**config.mk**
```make
export PLATFORM = sky130hd
export DESIGN_NAME = sram_port_ctrl
export DESIGN_NICKNAME = d
export VERILOG_FILES = /design/src/rtl/sram_port_pkg.sv /design/src/rtl/sram_cyc_timer.sv /design/src/rtl/sram_rd_capture.sv /design/src/rtl/sram_port_ctrl.sv
export SDC_FILE = /design/constraint.sdc
export NUM_CORES = 1
export LEC_CHECK = 0
export CORE_MARGIN = 10
export CORE_UTILIZATION = 50
export CTS_CLUSTER_DIAMETER = 40
export CTS_CLUSTER_SIZE = 25
export DETAILED_ROUTE_END_ITERATION = 6
export PLACE_DENSITY = 0.8
export SYNTH_ARGS = -nofsm -noshare
export SYNTH_HDL_FRONTEND = slang
export SYNTH_SLANG_ARGS = --single-unit
export TNS_END_PERCENT = 5
```
**constraint.sdc**
```tcl
create_clock -name clk -period 6.3 [get_ports clk]
set_input_delay 0.945 -clock clk [delete_from_list [all_inputs] [get_ports clk]]
set_output_delay 0.945 -clock clk [all_outputs]
set_load 0.02 [all_outputs]
```
**src/rtl/sram_port_pkg.sv**
```systemverilog
package sram_port_pkg;

    typedef enum logic [2:0] {
        ST_IDLE,
        ST_WSETUP,
        ST_WPULSE,
        ST_WTAIL,
        ST_RACCESS,
        ST_RRELEASE,
        ST_RETAIN,
        ST_RECOVER
    } ctrl_state_e;

    // duration in ps -> whole clock cycles, rounded up
    function automatic int unsigned cyc_ceil(longint unsigned dur_ps, longint unsigned clk_ps);
        return int'((dur_ps + clk_ps - 64'd1) / clk_ps);
    endfunction

    function automatic int unsigned max_u(int unsigned a, int unsigned b);
        return (a > b) ? a : b;
    endfunction

endpackage

```
**src/rtl/sram_cyc_timer.sv**
```systemverilog
module sram_cyc_timer #(
    parameter int W = 8
) (
    input  logic         clk,
    input  logic         rst_n,
    input  logic         load_i,
    input  logic [W-1:0] load_val_i,
    output logic         zero_o
);
    logic [W-1:0] cnt_d, cnt_q;

    always_comb begin
        cnt_d = cnt_q;
        if (load_i)
            cnt_d = load_val_i;
        else if (cnt_q != '0)
            cnt_d = cnt_q - 1'b1;
    end

    always_ff @(posedge clk) begin
        if (!rst_n) cnt_q <= '0;
        else        cnt_q <= cnt_d;
    end

    assign zero_o = (cnt_q == '0);

    // phase lengths in R3/R5 rely on one step per cycle
    assert_timer_step_R3: assert property (@(posedge clk) disable iff (!rst_n)
        (!load_i && cnt_q != '0) |=> (cnt_q == $past(cnt_q) - 1'b1));

endmodule

```
**src/rtl/sram_rd_capture.sv**
```systemverilog
module sram_rd_capture #(
    parameter int DW = 8
) (
    input  logic          clk,
    input  logic          rst_n,
    input  logic          cap_i,
    input  logic [DW-1:0] din_i,
    output logic [DW-1:0] dout_o
);
    logic [DW-1:0] data_d, data_q;

    always_comb begin
        data_d = data_q;
        if (cap_i) data_d = din_i;
    end

    always_ff @(posedge clk) begin
        if (!rst_n) data_q <= '0;
        else        data_q <= data_d;
    end

    assign dout_o = data_q;

    assert_capture_hold_R5: assert property (@(posedge clk) disable iff (!rst_n)
        !cap_i |=> $stable(dout_o));

endmodule

```
**src/rtl/sram_port_ctrl.sv**
```systemverilog
module sram_port_ctrl
    import sram_port_pkg::*;
#(
    parameter int              AW         = 15,
    parameter int              DW         = 8,
    parameter int              CLK_PS     = 4000,
    parameter int              T_WP_PS    = 55000,
    parameter int              T_DSU_PS   = 30000,
    parameter int              T_WC_PS    = 70000,
    parameter int              T_AA_PS    = 70000,
    parameter int              T_OEA_PS   = 35000,
    parameter int              T_RC_PS    = 70000,
    parameter int              T_HZ_PS    = 30000,
    parameter longint unsigned RECOVER_NS = 64'd5000000
) (
    input  logic          clk,
    input  logic          rst_n,
    input  logic          req_valid,
    input  logic          req_write,
    input  logic [AW-1:0] req_addr,
    input  logic [DW-1:0] req_wdata,
    input  logic          retain_req,
    output logic          req_ready,
    output logic [DW-1:0] rsp_rdata,
    output logic          mem_cs_n,
    output logic          mem_we_n,
    output logic          mem_oe_n,
    output logic [AW-1:0] mem_addr,
    output logic          mem_dq_oe,
    output logic [DW-1:0] mem_dq_out,
    input  logic [DW-1:0] mem_dq_in
);
    localparam longint unsigned CLK_L = longint'(CLK_PS);
    localparam int unsigned N_WP  = max_u(max_u(cyc_ceil(longint'(T_WP_PS), CLK_L),
                                                cyc_ceil(longint'(T_DSU_PS), CLK_L)), 1);
    localparam int unsigned N_WC  = cyc_ceil(longint'(T_WC_PS), CLK_L);
    localparam int unsigned N_WT  = (N_WC > N_WP + 1) ? (N_WC - N_WP - 1) : 1;
    localparam int unsigned N_RD  = max_u(max_u(cyc_ceil(longint'(T_AA_PS), CLK_L),
                                                cyc_ceil(longint'(T_OEA_PS), CLK_L)),
                                          max_u(cyc_ceil(longint'(T_RC_PS), CLK_L), 1));
    localparam int unsigned N_HZ  = max_u(cyc_ceil(longint'(T_HZ_PS), CLK_L), 1);
    localparam int unsigned N_REC = max_u(cyc_ceil(RECOVER_NS * 64'd1000, CLK_L), 1);
    localparam int unsigned N_TOP = max_u(max_u(max_u(N_WP, N_WT), max_u(N_RD, N_HZ)), N_REC);
    localparam int          CNT_W = $clog2(N_TOP + 1);

    localparam logic [CNT_W-1:0] LD_WP  = CNT_W'(N_WP - 1);
    localparam logic [CNT_W-1:0] LD_WT  = CNT_W'(N_WT - 1);
    localparam logic [CNT_W-1:0] LD_RD  = CNT_W'(N_RD - 1);
    localparam logic [CNT_W-1:0] LD_HZ  = CNT_W'(N_HZ - 1);
    localparam logic [CNT_W-1:0] LD_REC = CNT_W'(N_REC - 1);

    typedef struct packed {
        ctrl_state_e   st;
        logic [AW-1:0] addr;
        logic [DW-1:0] wdata;
        logic          cs_n;
        logic          we_n;
        logic          oe_n;
        logic          dq_oe;
        logic          ready;
    } ctrl_t;

    ctrl_t             ctl_d, ctl_q;
    logic              tm_load, tm_zero, cap_en;
    logic [CNT_W-1:0]  tm_val;

    sram_cyc_timer #(.W(CNT_W)) i_timer (
        .clk        (clk),
        .rst_n      (rst_n),
        .load_i     (tm_load),
        .load_val_i (tm_val),
        .zero_o     (tm_zero)
    );

    sram_rd_capture #(.DW(DW)) i_capture (
        .clk    (clk),
        .rst_n  (rst_n),
        .cap_i  (cap_en),
        .din_i  (mem_dq_in),
        .dout_o (rsp_rdata)
    );

    always_comb begin
        ctl_d       = ctl_q;
        ctl_d.ready = 1'b0;
        tm_load     = 1'b0;
        tm_val      = '0;
        cap_en      = 1'b0;
        case (ctl_q.st)
            ST_IDLE: begin
                if (retain_req) begin
                    ctl_d.st = ST_RETAIN;              // retention wins over a request
                end else if (req_valid) begin
                    ctl_d.addr  = req_addr;            // only place the address moves
                    ctl_d.wdata = req_wdata;
                    if (req_write) begin
                        ctl_d.st = ST_WSETUP;
                    end else begin
                        ctl_d.st = ST_RACCESS;
                        tm_load  = 1'b1;
                        tm_val   = LD_RD;
                    end
                end
            end
            ST_WSETUP: begin
                ctl_d.st = ST_WPULSE;
                tm_load  = 1'b1;
                tm_val   = LD_WP;
            end
            ST_WPULSE: if (tm_zero) begin
                ctl_d.st = ST_WTAIL;
                tm_load  = 1'b1;
                tm_val   = LD_WT;
            end
            ST_WTAIL: if (tm_zero) begin
                ctl_d.st    = ST_IDLE;
                ctl_d.ready = 1'b1;
            end
            ST_RACCESS: if (tm_zero) begin
                cap_en   = 1'b1;
                ctl_d.st = ST_RRELEASE;
                tm_load  = 1'b1;
                tm_val   = LD_HZ;
            end
            ST_RRELEASE: if (tm_zero) begin
                ctl_d.st    = ST_IDLE;
                ctl_d.ready = 1'b1;
            end
            ST_RETAIN: if (!retain_req) begin
                ctl_d.st = ST_RECOVER;
                tm_load  = 1'b1;
                tm_val   = LD_REC;
            end
            ST_RECOVER: if (tm_zero) begin
                ctl_d.st = ST_IDLE;
            end
            default: ctl_d.st = ST_IDLE;
        endcase

        // registered strobes follow the next phase
        ctl_d.cs_n  = !(ctl_d.st inside {ST_WSETUP, ST_WPULSE, ST_RACCESS});
        ctl_d.we_n  = (ctl_d.st != ST_WPULSE);
        ctl_d.oe_n  = (ctl_d.st != ST_RACCESS);
        ctl_d.dq_oe = (ctl_d.st inside {ST_WPULSE, ST_WTAIL});
    end

    always_ff @(posedge clk) begin
        if (!rst_n) begin
            ctl_q       <= '0;
            ctl_q.st    <= ST_IDLE;
            ctl_q.cs_n  <= 1'b1;
            ctl_q.we_n  <= 1'b1;
            ctl_q.oe_n  <= 1'b1;
        end else begin
            ctl_q <= ctl_d;
        end
    end

    assign req_ready  = ctl_q.ready;
    assign mem_cs_n   = ctl_q.cs_n;
    assign mem_we_n   = ctl_q.we_n;
    assign mem_oe_n   = ctl_q.oe_n;
    assign mem_addr   = ctl_q.addr;
    assign mem_dq_oe  = ctl_q.dq_oe;
    assign mem_dq_out = ctl_q.wdata;

    // write-pulse length watcher for R3
    logic [CNT_W-1:0] we_low_q;
    always_ff @(posedge clk) begin
        if (!rst_n)         we_low_q <= '0;
        else if (!mem_we_n) we_low_q <= we_low_q + 1'b1;
        else                we_low_q <= '0;
    end

    assert_pulse_min_R3: assert property (@(posedge clk) disable iff (!rst_n)
        $rose(mem_we_n) |-> (we_low_q >= CNT_W'(N_WP)));

    assert_strobe_excl_R2: assert property (@(posedge clk) disable iff (!rst_n)
        !mem_we_n |-> (mem_oe_n && !mem_cs_n));

    assert_addr_stable_R4: assert property (@(posedge clk) disable iff (!rst_n)
        (!mem_cs_n && !$past(mem_cs_n)) |-> $stable(mem_addr));

    assert_no_contention_R6: assert property (@(posedge clk) disable iff (!rst_n)
        mem_dq_oe |-> mem_oe_n);

    assert_ready_pulse_R7: assert property (@(posedge clk) disable iff (!rst_n)
        req_ready |=> !req_ready);

    assert_retain_deselect_R8: assert property (@(posedge clk) disable iff (!rst_n)
        (ctl_q.st inside {ST_RETAIN, ST_RECOVER}) |-> (mem_cs_n && !mem_dq_oe));

endmodule

```
==> results of run 1 <==
[stage by stage]
step           power (W)  instance area [µm²]  cells
2_1_floorplan    0.00115                 2910    358
3_3_place_gp     0.00130                 3480    463
3_5_place_dp     0.00132                 3480    463
4_1_cts          0.00171                 3700    478
5_1_grt          0.00183                 3700    478
6_report         0.00172                 3700    478
[per-layer routing]
layer / part of all wire / global-route usage
met4: 0.027 / 0.100
met5: 0 / 0
met3: 0.081 / 0.0514
met2: 0.48 / 0.272
met1: 0.41 / 0.193
[final cells by class]
cell class | count | area, µm²
clock inverters | 4 | 72.6
flip-flops and latches | 60 | 1200
clock buffers | 11 | 151
fillers | 481 | 1870
multi-input cells | 251 | 1430
repair buffers | 73 | 726
well taps | 72 | 90.1
inverters | 7 | 26.3
[how the worst max path moves through the flow]
stage          slack, ns  cells past startpoint  startpoint           endpoint
2_1_floorplan       3.89                      5  retain_req  i_timer.cnt_q[13]
3_3_place_gp        3.20                      6  retain_req  i_timer.cnt_q[13]
3_5_place_dp        3.14                      6  retain_req  i_timer.cnt_q[13]
4_1_cts             3.47                      6  retain_req  i_timer.cnt_q[13]
5_1_grt             3.31                      6  retain_req  i_timer.cnt_q[13]
6_report            3.45                      6  retain_req  i_timer.cnt_q[13]
[sequential cells by signal, indices dropped and copies added, names as in the netlist, 3 cells and up]
register and count:
i_timer.cnt_q 21, mem_addr 15, i_capture.dout_o 8, mem_dq_out 8, ctl_q 3
[cells in the final DEF, fill, tap and decap left out, types with 3 or more instances in the layout]
cell and count:
clkdlybuf4s50_1 71, dfxtp_1 60, nand2_1 57, a21oi_1 42, nor2_1 36, clkbuf_8 11, o21ai_0 10, nor3_1 9
mux2i_1 8, xnor2_1 8, inv_1 6, nand3_1 6, nor4_1 5, xor2_1 4, o211ai_1 4, o31ai_1 4
nor3b_1 4, or3_1 4, or4_4 3, a211oi_1 3, nand4_1 3
[tightest hold or removal path: stages (launching register included)]
cell	delay (ns)
dfxtp_1	0.31
nand2_1	0.05
a21oi_1	0.05
[report_power, final]
part	switching, W	internal, W
Clock	0.000149	0.000241
Combinational	0.000466	0.000320
Sequential	0.0000903	0.000458
Total	0.000705	0.00102
[logic make-up after synthesis]
kind of cell,Yosys count,share of synthesized area
adders and majority gates,1,0.00430
xor gates and xnor gates,12,0.0361
muxes,8,0.0275
and+or+nand+nor,150,0.258
AOI/OAI and AO/OA,80,0.167
buffers and inverters,47,0.0950
DFF,60,0.413
==> flow_summary.json, run 1 <==
{
  "cts_buffers": 9,
  "hold-path-cell-count": 2,
  "drcViolationCount": 0,
  "dieWidth_um": 96.3,
  "worst_setup_path_end_kind": "flip-flop",
  "crit_family": "simple AND/OR/NAND/NOR gates",
  "timing.fmax_ghz": 0.351,
  "drt_iter0_drc": 141,
  "clock_path_buffers": 2,
  "ios": 72,
  "clk_pin_slew_worst_paths_ns": 0.07,
  "synthFlopType": "dfxtp_1",
  "die_area_um2": 9280,
  "tns_ns": 0,
  "maxCapViolations": 0,
  "netlist_area_um2": 2910,
  "async_flop_share": 0,
  "cts_sinks": 60,
  "critPathSlowestCell": "or4_2",
  "fin_util": 0.664,
  "syn2layout_area_growth_pct": 27.1,
  "setup_ws_ns": 3.45,
  "portBuffers": 71,
  "wl_per_cell_um": 16.5,
  "dpl_worst_slack_ns": 3.14,
  "grt_overflow": 0,
  "ctsHoldBuffers": 0,
  "worstRegToRegCells": 7,
  "grt_usage": 0.169,
  "via_per_inst": 5.69,
  "syn_area_per_cell_um2": 8.13,
  "rows": 27,
  "ctsResizeCount": 0,
  "hold_viol": 0,
  "r2r-end": "ctl_q[28]",
  "setup_violations": 0,
  "r2r_setup_slack_ns": 3.80,
  "syn_inst": 358,
  "slowest_delay_ns": 0.67,
  "vias": 2718,
  "ys_top_cells_by_count": "dfxtp_1, nand2_1, a21oi_1",
  "min_from": "mem_addr[1]",
  "drv_slew": 0,
  "cp.required_ns": 6.58,
  "grt_max_degree": 38,
  "drive_gt1_frac": 0.0739,
  "grt_pass1_wl_um": 12300,
  "core-area_um2": 5570,
  "worst_ep_arrival_time_ns": 3.12,
  "clk_latency_ns": 0.35,
  "synth_area_leaders": "dfxtp_1, nand2_1, a21oi_1",
  "hpwl_um": 5670,
  "p_leak_nw": 1.33,
  "n_antenna_cell": 0,
  "rsz0062_at_grt": "false",
  "yosys.cell_count.top_type": "dfxtp_1",
  "r2r-start": "i_timer.cnt_q[0]",
  "crit_type": "input pin to flip-flop",
  "finalCriticalPeriod_ns": 2.85,
  "initial_utilization": 0.522,
  "hold-path-endpoint": "mem_addr[1]",
  "yosysTopAreaCellShare": 0.413,
  "hold_slack_ns": 0.453,
  "hp-class": "flip-flop to flip-flop",
  "finClkSkew_ns": 0.00772,
  "synth_edf_count": 0,
  "synth_fp_nets": 395,
  "grt_pass1_vias": 2619,
  "yosysWarnings": 0,
  "slew_headroom": 0.415,
  "antenna_found_initial": 0,
  "critical_path.max_fanout": 10,
  "gp_congestion": 0.909,
  "cts_tree": "built",
  "peakVddDrop_mv": 0.226,
  "htree_levels": 3,
  "wl_um": 7880,
  "worst_pin_slew_ns": 0.871,
  "path_cells": "clkdlybuf4s50_1, nand4bb_1, o2111ai_1, a21o_1, or4_2, o21ai_0",
  "critPathBufInv": 1,
  "critPathLaunchType": "input pin",
  "status": "complete, no violations",
  "post_cts_buffers": 0,
  "drtPass1Iterations": 5,
  "ys_seq_area_frac": 0.413,
  "dieHeight_um": 96.3,
  "ant_nets": 0,
  "yosys.area.top_type": "dfxtp_1",
  "cts_root_buf": "clkbuf_8",
  "nets": 439,
  "post-route-period-util": 0.452,
  "synth_seq_cells": 60,
  "ys_types": 56,
  "powerDensity_nw_per_um2": 466
}
Power figures use the tool's default switching activity.
==> inputs of run 2 (changes only) <==
Settings changed: CORE_UTILIZATION 50 to 49, PLACE_DENSITY 0.8 to 0.78.
Clock period 6.3 ns to 2.9 ns, I/O delays scaled along.
==> flow_summary.json, run 2 (synthesized netlist as in run 1, its figures left out) <==
{
  "dieWidth_um": 97.1,
  "r2r_setup_slack_ns": 0.47,
  "final_area_um2": 3720,
  "ios": 72,
  "slowest_delay_ns": 0.60,
  "setup_ws_ns": 0.470,
  "cp_num_cells": 7,
  "n_antenna_cell": 0,
  "largest_register_ffs": 21,
  "worst_pin_slew_ns": 0.667,
  "nets": 447,
  "maxCapViolations": 0,
  "timing.fmax_ghz": 0.412,
  "crit_family": "simple AND/OR/NAND/NOR gates",
  "status": "complete, no violations",
  "crit_end": "i_capture.dout_o[5]",
  "worstRegToRegCells": 7,
  "num-fill-cells": 478,
  "seqCellArea_um2": 1200,
  "grt_pass1_vias": 2567,
  "ant_nets": 0,
  "worst_ep_arrival_time_ns": 2.62,
  "r2r-end": "i_capture.dout_o[5]",
  "clock_path_buffers": 2,
  "setup_violations": 0,
  "crit_type": "flip-flop to flip-flop",
  "clk_pin_slew_worst_paths_ns": 0.07,
  "critPathSlowestCell": "nor3_4",
  "drv_slew": 0,
  "cts_sinks": 60,
  "rsz0062_at_grt": "false",
  "layout_common_cells": "clkdlybuf4s50_1, dfxtp_1, nand2_1",
  "finClkSkew_ns": 0.00981,
  "cts_tree": "built",
  "peakVddDrop_mv": 0.617,
  "cts_buffers": 9,
  "slew_headroom": 0.555,
  "hold_viol": 0,
  "die_area_um2": 9430,
  "met1Wirelength_um": 3210,
  "cp.required_ns": 3.09,
  "wl_um": 7580,
  "antenna_found_initial": 0,
  "met3_length_um": 572,
  "wl_per_cell_um": 15.5,
  "drive_gt1_frac": 0.0918,
  "htree_levels": 3,
  "vias": 2698,
  "drcViolationCount": 0,
  "post_cts_buffers": 0,
  "dp.cells": 474,
  "post-route-period-util": 0.838,
  "worstSetupStartpoint": "i_timer.cnt_q[0]",
  "grt_usage": 0.156,
  "critical_path.max_fanout": 8,
  "clk_latency_ns": 0.33,
  "grt_pass1_wl_um": 12500,
  "path_cells": "inv_1, ha_1, nor2b_1, nand4_2, nor3_4, mux2i_1, nor2_1",
  "dpl_worst_slack_ns": 0.254,
  "ctsResizeCount": 0,
  "p_leak_nw": 1.35,
  "r2r-start": "i_timer.cnt_q[0]",
  "finalCriticalPeriod_ns": 2.43,
  "hpwl_um": 5490,
  "ctsHoldBuffers": 0,
  "core-area_um2": 5850,
  "initial_utilization": 0.498,
  "rows": 28,
  "fin_util": 0.635,
  "critPathLaunchType": "flip-flop",
  "placed_area_um2": 3540,
  "cts_root_buf": "clkbuf_8",
  "hp-class": "flip-flop to flip-flop",
  "drtPass1Iterations": 5,
  "fin_cells": 489,
  "mostFrequentLayoutCell": "clkdlybuf4s50_1",
  "top_register": "i_timer.cnt_q",
  "worst_setup_path_end_kind": "flip-flop",
  "powerDensity_nw_per_um2": 975,
  "wl_met2_um": 3710,
  "top_layer": "met4",
  "grt_max_degree": 38,
  "critPathBufInv": 1,
  "drt_iter0_drc": 230,
  "gp_congestion": 0.888,
  "dieHeight_um": 97.1,
  "via_per_inst": 5.52,
  "tns_ns": 0,
  "syn2layout_area_growth_pct": 27.7,
  "grt_overflow": 0,
  "portBuffers": 71,
  "multi_input_area_um2": 1430
}
[run 2: changes by cell type in the layout (fill, tap and decap cells not counted)]
cell        previous run  this run
buf_4                  2        10
bufinv_16              2         0
clkinvlp_4             1         2
clkinv_2               1         2
[run 2: worst min-delay path by stage]
stage	from	to	slack, ns	cells after the start
6_report	mem_addr[11]	mem_addr[11]	0.45	2
5_1_grt	mem_addr[1]	mem_addr[1]	0.48	2
4_1_cts	mem_addr[11]	mem_addr[11]	0.46	2
3_5_place_dp	mem_addr[11]	mem_addr[11]	0.45	2
3_3_place_gp	mem_addr[7]	mem_addr[7]	0.44	2
2_1_floorplan	mem_addr[0]	mem_addr[0]	0.44	2
[run 2: routing by layer]
layer  vias up  global-route usage
li1       1333                   -
met3        10              0.0498
met4         0              0.0533
met2       111               0.258
met5         -                   0
met1      1244               0.186
[run 2: area by class of cell]
class,count,area share
flip-flops and latches,60,0.323
clock buffers,11,0.0407
well taps,75,0.0252
clock inverters,4,0.00673
multi-input cells,251,0.386
inverters,7,0.00707
repair buffers,81,0.211
[run 2: through the flow]
| step | total power [W] | hold slack, ns |
|---|---|---|
| final | 0.00362 | 0.453 |
| after global routing | 0.00390 | 0.480 |
| after CTS | 0.00361 | 0.456 |
| after detailed placement | 0.00293 | 0.446 |
| after global placement | 0.00290 | 0.441 |
| after floorplan | 0.00250 | 0.437 |
[run 2: worst register-to-register path, cell delays in order, from the launching register on]
cell     delay (ns)
dfxtp_1        0.33
inv_1          0.10
ha_1           0.27
nor2b_1        0.35
nand4_2        0.33
nor3_4         0.60
mux2i_1        0.27
nor2_1         0.06
[run 2: report_power, final]
part           switching (W)  internal (W)
logic                0.00101      0.000761
registers           0.000190      0.000996
clock network       0.000319      0.000349
total                0.00152       0.00211
==> inputs of run 3 (changes only) <==
Clock period 2.9 ns to 2.29 ns, I/O delays scaled along.
==> flow_summary.json, run 3 (synthesized netlist as in run 1, its figures left out) <==
{
  "cts_root_buf": "clkbuf_8",
  "critPathLaunchType": "flip-flop",
  "worstRegToRegCells": 8,
  "finalCriticalPeriod_ns": 2.22,
  "slowest_delay_ns": 0.66,
  "post-route-period-util": 0.968,
  "rows": 28,
  "gp_congestion": 0.892,
  "critical_path.max_fanout": 6,
  "nets": 465,
  "fin_cells": 508,
  "tns_ns": 0,
  "clk_latency_ns": 0.34,
  "critPathBufInv": 2,
  "dieWidth_um": 97.1,
  "slew_headroom": 0.636,
  "hp-class": "flip-flop to flip-flop",
  "dieHeight_um": 97.1,
  "worst_pin_slew_ns": 0.545,
  "htree_levels": 3,
  "grt_pass1_vias": 2594,
  "status": "complete, no violations",
  "setup_violations": 0,
  "worst_setup_path_end_kind": "flip-flop",
  "clk_pin_slew_worst_paths_ns": 0.07,
  "hold-path-cell-count": 2,
  "cp_num_cells": 8,
  "antenna_found_initial": 0,
  "drt_iter0_drc": 230,
  "critPathSlowestCell": "or4_2",
  "ctsHoldBuffers": 0,
  "crit_family": "simple AND/OR/NAND/NOR gates",
  "wl_per_cell_um": 15.7,
  "via_per_inst": 5.47,
  "core-area_um2": 5850,
  "cts_buffers": 9,
  "dp.cells": 492,
  "crit_type": "flip-flop to flip-flop",
  "n_antenna_cell": 0,
  "cp.required_ns": 2.56,
  "timing.fmax_ghz": 0.451,
  "drcViolationCount": 0,
  "top_register": "i_timer.cnt_q",
  "ios": 72,
  "mostFrequentLayoutCell": "clkdlybuf4s50_1",
  "largest_register_ffs": 21,
  "layout_common_cells": "clkdlybuf4s50_1, dfxtp_1, nand2_1",
  "wl_um": 7990,
  "hpwl_um": 5710,
  "powerDensity_nw_per_um2": 1280,
  "clock_path_buffers": 2,
  "ctsResizeCount": 0,
  "maxCapViolations": 0,
  "hold_viol": 0,
  "grt_max_degree": 26,
  "drv_slew": 0,
  "p_total_w": 0.00505,
  "grt_pass1_wl_um": 12900,
  "post_cts_buffers": 0,
  "rsz0062_at_grt": "true",
  "vias": 2777,
  "p_leak_nw": 1.47,
  "path_cells": "inv_1, ha_1, nor2b_1, and4_1, buf_4, a21o_1, or4_2, o21ai_0",
  "peakVddDrop_mv": 0.785,
  "cts_tree": "built",
  "drive_gt1_frac": 0.139,
  "portBuffers": 71,
  "ant_nets": 0,
  "cts_sinks": 60,
  "die_area_um2": 9430,
  "initial_utilization": 0.498,
  "syn2layout_area_growth_pct": 35.6,
  "finClkSkew_ns": 0.00822,
  "drtPass1Iterations": 5,
  "worst_ep_arrival_time_ns": 2.49,
  "grt_usage": 0.161,
  "grt_overflow": 0
}
run 3: metrics by stage:
stage          instance area [µm²]   util  hold WS (ns)  worst slack [ns]
2_1_floorplan                 2910      -         0.437             0.220
3_3_place_gp                  3710  0.635         0.441           -0.0419
3_5_place_dp                  3710  0.635         0.448           -0.0918
4_1_cts                       3940  0.673         0.458            0.0591
5_1_grt                       3950  0.675         0.478           -0.0211
6_report                      3950  0.675         0.456            0.0731
run 3: worst min-delay path, cell delays in order (launching register included):
cell	delay (ns)
dfxtp_1	0.31
nand2_1	0.05
a21oi_1	0.05
run 3: worst paths after layout:
path	startpoint	end	slack [ns]
max	i_timer.cnt_q[0]	i_timer.cnt_q[13]	0.07
min	mem_dq_out[2]	mem_dq_out[2]	0.46
max reg2reg	i_timer.cnt_q[0]	i_timer.cnt_q[13]	0.07
min reg2reg	mem_dq_out[2]	mem_dq_out[2]	0.46
run 3: cell type report:
cell class                      instances  area, µm²
Clock buffer                            9        124
Clock inverter                          7       98.8
Tap cell                               75       93.8
Multi-Input combinational cell        251       1440
Fill cell                             454       1900
Inverter                                7       26.3
Sequential cell                        60       1200
Timing Repair Buffer                   99        958
run 3: power breakdown:
part / internal, W / switching [W] / total, W / leakage (nW)
logic: 0.00113 / 0.00137 / 0.00250 / 0.873
clock network: 0.000619 / 0.000444 / 0.00106 / 0.110
registers: 0.00126 / 0.000225 / 0.00149 / 0.490
run 3: routing by layer:
| layer | global-route usage | up-vias | share of wire |
|---|---|---|---|
| li1 | - | 1370 | - |
| met1 | 0.191 | 1279 | 0.42 |
| met2 | 0.269 | 111 | 0.49 |
| met3 | 0.0434 | 17 | 0.067 |
| met4 | 0.0658 | 0 | 0.020 |
| met5 | 0 | - | 0 |
